`src/rtl/exc_entry_pkg.sv`:
```
package exc_entry_pkg;

  typedef enum logic [2:0] {
    EXC_IRQ      = 3'd0,
    EXC_TLB_MISS = 3'd1,
    EXC_TLB_PERM = 3'd2,
    EXC_SUPER    = 3'd3,
    EXC_TRAP     = 3'd4,
    EXC_BREAK    = 3'd5,
    EXC_UNALIGN  = 3'd6,
    EXC_RSVD     = 3'd7
  } exc_class_e;

  // status word bit positions
  localparam int ST_PIE = 0;
  localparam int ST_U   = 1;
  localparam int ST_EH  = 2;
  localparam int ST_IH  = 3;

  // TLB flag bit positions
  localparam int TF_WR  = 0;
  localparam int TF_DBL = 1;

  localparam int CAUSE_W   = 5;
  localparam int CAUSE_LSB = 2;

  typedef enum logic [1:0] {
    VEC_KEEP = 2'd0,
    VEC_GEN  = 2'd1,
    VEC_FAST = 2'd2
  } vec_sel_e;

  typedef struct packed {
    logic     take;        // accepted request
    logic     bad;         // reserved class
    logic     save_es;
    logic     save_bs;
    logic     set_eret;
    logic     set_bret;
    logic     set_eh;
    logic     set_ih;
    logic     mask_st;     // clear interrupt enable and user mode
    logic     put_cause;   // field write
    logic     whole_cause; // full overwrite
    logic     load_bad;
    logic     tf_set_wr;
    logic     tf_clr_dbl;
    logic     tf_set_dbl;
    vec_sel_e vec;
  } exc_act_t;

endpackage

```
`src/rtl/exc_decode.sv`:
```
module exc_decode
  import exc_entry_pkg::*;
(
  input  logic       valid,
  input  logic [2:0] cls,
  input  logic       eh,
  output exc_act_t   act
);

  always_comb begin
    act = '0;
    act.vec = VEC_KEEP;
    if (valid) begin
      unique case (exc_class_e'(cls))
        EXC_IRQ: begin
          act.take      = 1'b1;
          act.save_es   = 1'b1;
          act.set_eret  = 1'b1;
          act.set_ih    = 1'b1;
          act.mask_st   = 1'b1;
          act.put_cause = 1'b1;
          act.vec       = VEC_GEN;
        end
        EXC_TLB_MISS: begin
          act.take      = 1'b1;
          act.set_eh    = 1'b1;
          act.mask_st   = 1'b1;
          act.put_cause = 1'b1;
          if (!eh) begin
            act.save_es    = 1'b1;
            act.set_eret   = 1'b1;
            act.tf_clr_dbl = 1'b1;
            act.tf_set_wr  = 1'b1;
            act.vec        = VEC_FAST;
          end else begin
            act.tf_set_dbl = 1'b1;
            act.vec        = VEC_GEN;
          end
        end
        EXC_TLB_PERM: begin
          act.take      = 1'b1;
          act.save_es   = 1'b1;
          act.set_eret  = 1'b1;
          act.set_eh    = 1'b1;
          act.mask_st   = 1'b1;
          act.put_cause = 1'b1;
          act.vec       = VEC_GEN;
        end
        EXC_SUPER, EXC_TRAP: begin
          act.take      = 1'b1;
          act.save_es   = !eh;
          act.set_eret  = !eh;
          act.set_eh    = 1'b1;
          act.mask_st   = 1'b1;
          act.put_cause = 1'b1;
          act.vec       = VEC_GEN;
        end
        EXC_BREAK: begin
          act.take      = 1'b1;
          act.save_bs   = !eh;
          act.set_bret  = !eh;
          act.set_eh    = 1'b1;
          act.mask_st   = 1'b1;
          act.put_cause = 1'b1;
          act.vec       = VEC_GEN;
        end
        EXC_UNALIGN: begin
          act.take        = 1'b1;
          act.load_bad    = 1'b1;
          act.whole_cause = 1'b1;
        end
        default: begin
          act.bad = 1'b1;
        end
      endcase
    end
  end

endmodule

```
`src/rtl/exc_state.sv`:
```
module exc_state
  import exc_entry_pkg::*;
#(
  parameter int                DATA_W     = 32,
  parameter int                INSN_BYTES = 4,
  parameter logic [DATA_W-1:0] RESET_PC   = '0,
  parameter logic [DATA_W-1:0] GEN_VEC    = '0,
  parameter logic [DATA_W-1:0] FAST_VEC   = '0
) (
  input  logic                clk,
  input  logic                rst,
  input  exc_act_t            act,
  input  logic [CAUSE_W-1:0]  cause,
  input  logic [DATA_W-1:0]   cur_pc,
  input  logic [DATA_W-1:0]   fault_addr,
  output logic [DATA_W-1:0]   status_q,
  output logic [DATA_W-1:0]   estatus_q,
  output logic [DATA_W-1:0]   bstatus_q,
  output logic [DATA_W-1:0]   cause_q,
  output logic [DATA_W-1:0]   tflags_q,
  output logic [DATA_W-1:0]   eret_q,
  output logic [DATA_W-1:0]   bret_q,
  output logic [DATA_W-1:0]   bad_q,
  output logic [DATA_W-1:0]   pc_q,
  output logic                done_q,
  output logic                err_q
);

  localparam logic [DATA_W-1:0] STEP = DATA_W'(INSN_BYTES);
  localparam int                CAUSE_MSB = CAUSE_LSB + CAUSE_W - 1;

  logic [DATA_W-1:0] status_nx, cause_nx, tflags_nx, pc_nx, ret_addr;

  assign ret_addr = cur_pc + STEP;

  always_comb begin
    status_nx = status_q;
    if (act.set_eh) status_nx[ST_EH] = 1'b1;
    if (act.set_ih) status_nx[ST_IH] = 1'b1;
    if (act.mask_st) begin
      status_nx[ST_PIE] = 1'b0;
      status_nx[ST_U]   = 1'b0;
    end
  end

  always_comb begin
    cause_nx = cause_q;
    if (act.whole_cause) begin
      cause_nx = '0;
      cause_nx[CAUSE_MSB:CAUSE_LSB] = cause;
    end else if (act.put_cause) begin
      cause_nx[CAUSE_MSB:CAUSE_LSB] = cause;
    end
  end

  always_comb begin
    tflags_nx = tflags_q;
    if (act.tf_clr_dbl) tflags_nx[TF_DBL] = 1'b0;
    if (act.tf_set_dbl) tflags_nx[TF_DBL] = 1'b1;
    if (act.tf_set_wr)  tflags_nx[TF_WR]  = 1'b1;
  end

  always_comb begin
    unique case (act.vec)
      VEC_GEN:  pc_nx = GEN_VEC;
      VEC_FAST: pc_nx = FAST_VEC;
      default:  pc_nx = pc_q;
    endcase
  end

  always_ff @(posedge clk) begin
    if (rst) begin
      status_q  <= '0;
      estatus_q <= '0;
      bstatus_q <= '0;
      cause_q   <= '0;
      tflags_q  <= '0;
      eret_q    <= '0;
      bret_q    <= '0;
      bad_q     <= '0;
      pc_q      <= RESET_PC;
      done_q    <= 1'b0;
      err_q     <= 1'b0;
    end else begin
      status_q <= status_nx;
      cause_q  <= cause_nx;
      tflags_q <= tflags_nx;
      pc_q     <= pc_nx;
      if (act.save_es)  estatus_q <= status_q;
      if (act.save_bs)  bstatus_q <= status_q;
      if (act.set_eret) eret_q    <= ret_addr;
      if (act.set_bret) bret_q    <= ret_addr;
      if (act.load_bad) bad_q     <= fault_addr;
      done_q <= act.take;
      err_q  <= act.bad;
    end
  end

endmodule

```
`src/rtl/exc_entry_ctrl.sv`:
```
module exc_entry_ctrl
  import exc_entry_pkg::*;
#(
  parameter int                DATA_W     = 32,
  parameter int                INSN_BYTES = 4,
  parameter logic [DATA_W-1:0] RESET_PC   = 32'h0000_0400,
  parameter logic [DATA_W-1:0] GEN_VEC    = 32'h1000_0020,
  parameter logic [DATA_W-1:0] FAST_VEC   = 32'h1000_0100
) (
  input  logic               clk,
  input  logic               rst,
  input  logic               req_valid,
  input  logic [2:0]         req_class,
  input  logic [CAUSE_W-1:0] req_cause,
  input  logic [DATA_W-1:0]  cur_pc,
  input  logic [DATA_W-1:0]  fault_addr,
  output logic [DATA_W-1:0]  status_o,
  output logic [DATA_W-1:0]  estatus_o,
  output logic [DATA_W-1:0]  bstatus_o,
  output logic [DATA_W-1:0]  cause_o,
  output logic [DATA_W-1:0]  tlbflags_o,
  output logic [DATA_W-1:0]  eret_o,
  output logic [DATA_W-1:0]  bret_o,
  output logic [DATA_W-1:0]  badaddr_o,
  output logic [DATA_W-1:0]  pc_o,
  output logic               done_o,
  output logic               err_o
);

  localparam logic [DATA_W-1:0] STEP = DATA_W'(INSN_BYTES);

  exc_act_t act;

  exc_decode u_decode (
    .valid (req_valid),
    .cls   (req_class),
    .eh    (status_o[ST_EH]),
    .act   (act)
  );

  exc_state #(
    .DATA_W     (DATA_W),
    .INSN_BYTES (INSN_BYTES),
    .RESET_PC   (RESET_PC),
    .GEN_VEC    (GEN_VEC),
    .FAST_VEC   (FAST_VEC)
  ) u_state (
    .clk        (clk),
    .rst        (rst),
    .act        (act),
    .cause      (req_cause),
    .cur_pc     (cur_pc),
    .fault_addr (fault_addr),
    .status_q   (status_o),
    .estatus_q  (estatus_o),
    .bstatus_q  (bstatus_o),
    .cause_q    (cause_o),
    .tflags_q   (tlbflags_o),
    .eret_q     (eret_o),
    .bret_q     (bret_o),
    .bad_q      (badaddr_o),
    .pc_q       (pc_o),
    .done_q     (done_o),
    .err_q      (err_o)
  );

  // interrupt entry
  a_r2_irq_entry: assert property (@(posedge clk) disable iff (rst)
    $past(req_valid && !rst && req_class == EXC_IRQ) |->
      (status_o[ST_IH] && !status_o[ST_PIE] && !status_o[ST_U] &&
       pc_o == GEN_VEC && eret_o == $past(cur_pc) + STEP &&
       estatus_o == $past(status_o)));

  // fast miss
  a_r4_fast_miss: assert property (@(posedge clk) disable iff (rst)
    $past(req_valid && !rst && req_class == EXC_TLB_MISS && !status_o[ST_EH]) |->
      (pc_o == FAST_VEC && tlbflags_o[TF_WR] && !tlbflags_o[TF_DBL] &&
       estatus_o == $past(status_o) && status_o[ST_EH]));

  // double miss keeps saved state
  a_r5_double_miss: assert property (@(posedge clk) disable iff (rst)
    $past(req_valid && !rst && req_class == EXC_TLB_MISS && status_o[ST_EH]) |->
      (pc_o == GEN_VEC && tlbflags_o[TF_DBL] &&
       estatus_o == $past(estatus_o) && eret_o == $past(eret_o)));

  // misaligned access
  a_r9_unaligned: assert property (@(posedge clk) disable iff (rst)
    $past(req_valid && !rst && req_class == EXC_UNALIGN) |->
      (badaddr_o == $past(fault_addr) &&
       cause_o == (DATA_W'($past(req_cause)) << CAUSE_LSB) &&
       pc_o == $past(pc_o) && status_o == $past(status_o)));

  // completion pulse
  a_r10_done_pulse: assert property (@(posedge clk) disable iff (rst)
    $past(req_valid && !rst && req_class != EXC_RSVD) |-> (done_o && !err_o));

  a_r10_no_spurious: assert property (@(posedge clk) disable iff (rst)
    !$past(req_valid && !rst) |-> (!done_o && !err_o && $stable(status_o) && $stable(pc_o)));

  // reserved class refused
  a_r11_reserved: assert property (@(posedge clk) disable iff (rst)
    $past(req_valid && !rst && req_class == EXC_RSVD) |->
      (err_o && !done_o && status_o == $past(status_o) && pc_o == $past(pc_o) &&
       cause_o == $past(cause_o)));

endmodule

```
`config.mk`:
```
export PLATFORM = sky130hd
export DESIGN_NAME = exc_entry_ctrl
export DESIGN_NICKNAME = d
export VERILOG_FILES = /design/src/rtl/exc_entry_pkg.sv /design/src/rtl/exc_decode.sv /design/src/rtl/exc_state.sv /design/src/rtl/exc_entry_ctrl.sv
export SDC_FILE = /design/constraint.sdc
export NUM_CORES = 1
export LEC_CHECK = 0
export BUFFER_PORTS_ARGS = -buffer_cell sky130_fd_sc_hd__buf_2
export CORE_AREA = 2 2 143 145
export CTS_CLUSTER_SIZE = 25
export DETAILED_ROUTE_END_ITERATION = 7
export DIE_AREA = 0 0 145 147
export PLACE_DENSITY_LB_ADDON = 0.15
export SLEW_MARGIN = 10
export SYNTH_ARGS = -nofsm -noshare
export SYNTH_HDL_FRONTEND = slang
export SYNTH_HIERARCHICAL = 1
export SYNTH_SLANG_ARGS = --single-unit
```
`constraint.sdc`:
```
create_clock -name clk -period 2.83 [get_ports clk]
set_clock_uncertainty 0.2 [all_clocks]
set_input_delay 0.4245 -clock clk [delete_from_list [all_inputs] [get_ports clk]]
set_output_delay 0.4245 -clock clk [all_outputs]
set_load 0.05 [all_outputs]
```
==> flow_summary.json <==
{
  "setup_viol": 0,
  "final_nets": 934,
  "p_total_mw": 4.92,
  "cts_setup_buffers": 0,
  "clockBufferDepth": 2,
  "numCtsBuffers": 17,
  "critPathMaxStageDelay_ns": 0.60,
  "timing.final.ws_setup_ns": 0.670,
  "min_period_ns": 2.16,
  "coreArea_um2": 19800,
  "totalWireLength_um": 15700,
  "worst-setup-path-type": "reg -> reg",
  "pwr_density_cell_nw_per_um2": 687,
  "grt_max_degree": 51,
  "clkSinkCount": 115,
  "cts_tree": "done",
  "period_share_pct": 76.3,
  "die_width_um": 145,
  "tightest_slew_ns": 0.680,
  "max_cap_viol_count": 0,
  "rows": 52,
  "fin_tns_setup_ns": 0,
  "vias_per_cell": 4.15,
  "grt_pass1_wl_um": 23500,
  "h-tree-depth": 4,
  "multi_input_area_um2": 2870,
  "ant_nets": 0,
  "utilization_pct": 36.1,
  "antenna_found_initial": 1,
  "fill_cells": 2130,
  "worstPathRequired_ns": 2.94,
  "rsz0062_at_grt": "false",
  "dieArea_um2": 21300,
  "wl_per_cell_um": 13.8,
  "drive_gt1_share_pct": 27.9,
  "routabilityCongestion": 0.726,
  "critPathArrivalTime_ns": 2.27,
  "hp-class": "in -> reg",
  "r2r_slack_ns": 0.67,
  "slew_violations": 0,
  "final_cells": 1141,
  "clockRootBuffer": "clkbuf_16",
  "reg2reg_depth": 5,
  "slew_headroom_pct": 54.7,
  "reg2reg_from": "u_state/status_q[2]$_SDFFE_PP0P_",
  "grt_overflow_total": 0,
  "dp.cells": 1108,
  "r2r_end": "u_state/eret_q[28]$_SDFFE_PP0P_",
  "synth_warnings": 6,
  "drt_pass1_iterations": 4,
  "avgSynthCellArea_um2": 8.85,
  "whs_ns": 0.0486,
  "port-buffer-count": 189,
  "drtIter0Drc": 240,
  "clk_pin_slew_ns": 0.06,
  "drc": 0,
  "worstPathCellList": "nor3_1 -> o21a_2 -> buf_12 -> nor2_1 -> a311oi_1",
  "place_area_um2": 6610,
  "die_height_um": 147,
  "end_kind": "flip-flop",
  "grt_use_total_pct": 14.0,
  "fmaxAchievable_mhz": 463,
  "dpl_worst_slack_ns": 0.417,
  "hpwlAfterDp_um": 11500,
  "postSynthCellCount": 681,
  "holdPathStages": 3,
  "hold_violations": 0,
  "seqCellArea_um2": 2300,
  "outcome": "finished clean",
  "path_max_fanout": 37,
  "ioPinCount": 365,
  "stdcell_area_um2": 7170,
  "leakage_nw": 3.25,
  "irDropWorstVdd_v": 0.000368,
  "hold_path.startpoint": "fault_addr[17]",
  "start_kind": "flip-flop",
  "area_delta_synth_final_pct": 19.0,
  "initial_core_util_pct": 30.4,
  "cts_resized": 0,
  "clk_latency_ns": 0.41,
  "slowest_stage": "o21a_2",
  "grt_pass1_vias": 4139,
  "via_count": 4735,
  "whs_endpoint": "u_state/bad_q[17]$_SDFFE_PP0P_",
  "syn_area_um2": 6030,
  "hold_buffers": 0
}
[layer usage]
layer  track usage [%]  part of all wire, %  vias to the layer above
met5                 0                    0                        -
met4              4.95                  1.4                        0
met3              4.44                  6.9                       15
met2              22.3                   47                      200
met1              18.0                   45                     2159
li1                  -                    -                     2361
[critical path: cells and delay by family, from the launching register on]
family,cells,cell delay [ns]
compound gates,2,0.84
flops,1,0.43
simple gates,2,0.29
buf+inv,1,0.29
[final cells by class]
class	instances	area share, %
Multi-Input combinational cell	519	40.0
Sequential cell	115	32.1
Timing Repair Buffer	199	15.1
Clock buffer	19	6.18
Tap cell	270	4.71
Clock inverter	13	1.54
Inverter	5	0.262
Antenna cell	1	0.0349
[worst max-delay path by stage]
stage | from | end | slack, ns
detailed placement | cur_pc[2] | u_state/bret_q[25]$_SDFFE_PP0P_ | 0.42
floorplan | req_class[2] | u_state/bad_q[10]$_SDFFE_PP0P_ | 0.60
finish | u_state/status_q[2]$_SDFFE_PP0P_ | u_state/eret_q[28]$_SDFFE_PP0P_ | 0.67
global placement | cur_pc[2] | u_state/bret_q[25]$_SDFFE_PP0P_ | 0.48
global route | u_state/status_q[2]$_SDFFE_PP0P_ | u_state/eret_q[17]$_SDFFE_PP0P_ | 0.44
CTS | u_state/status_q[2]$_SDFFE_PP0P_ | u_state/eret_q[23]$_SDFFE_PP0P_ | 0.67
[registers in the layout (all words and copies together), names as in the netlist]
register           count
u_state/pc_q           4
u_state/estatus_q      2
u_state/status_q       2
u_state/tflags_q       2
u_state/cause_q        5
u_state/done_q         1
u_state/err_q          1
u_state/bstatus_q      2
u_state/bret_q        32
u_state/bad_q         32
u_state/eret_q        32
[placed cells by master, fill, tap and decap left out, types with 2 or more instances in the layout]
cell type	count
nor2b_1	6
nand4_1	9
inv_1	5
a311oi_1	28
nor4_1	2
nand2_1	19
or3_1	5
nor2_1	112
or4_4	3
buf_4	6
and3_1	2
a211oi_1	28
nor3_1	7
a21oi_1	9
clkinvlp_4	5
xnor2_1	6
o31ai_1	9
o21ai_0	10
buf_12	5
nand3_1	8
ha_1	2
and4_1	2
clkinv_2	5
nor4b_1	2
a2111oi_0	2
or4_1	7
dfxtp_1	115
conb_1	175
xor2_1	7
mux2i_1	42
buf_2	188
clkbuf_16	17
[where the power goes]
group | switching (mW) | internal (mW) | total, mW
registers | 0.0409 | 1.69 | 1.73
logic | 0.980 | 0.184 | 1.16
clock network | 0.799 | 1.22 | 2.02
total | 1.82 | 3.10 | 4.92
No activity file was read; power rests on OpenSTA's default activity.
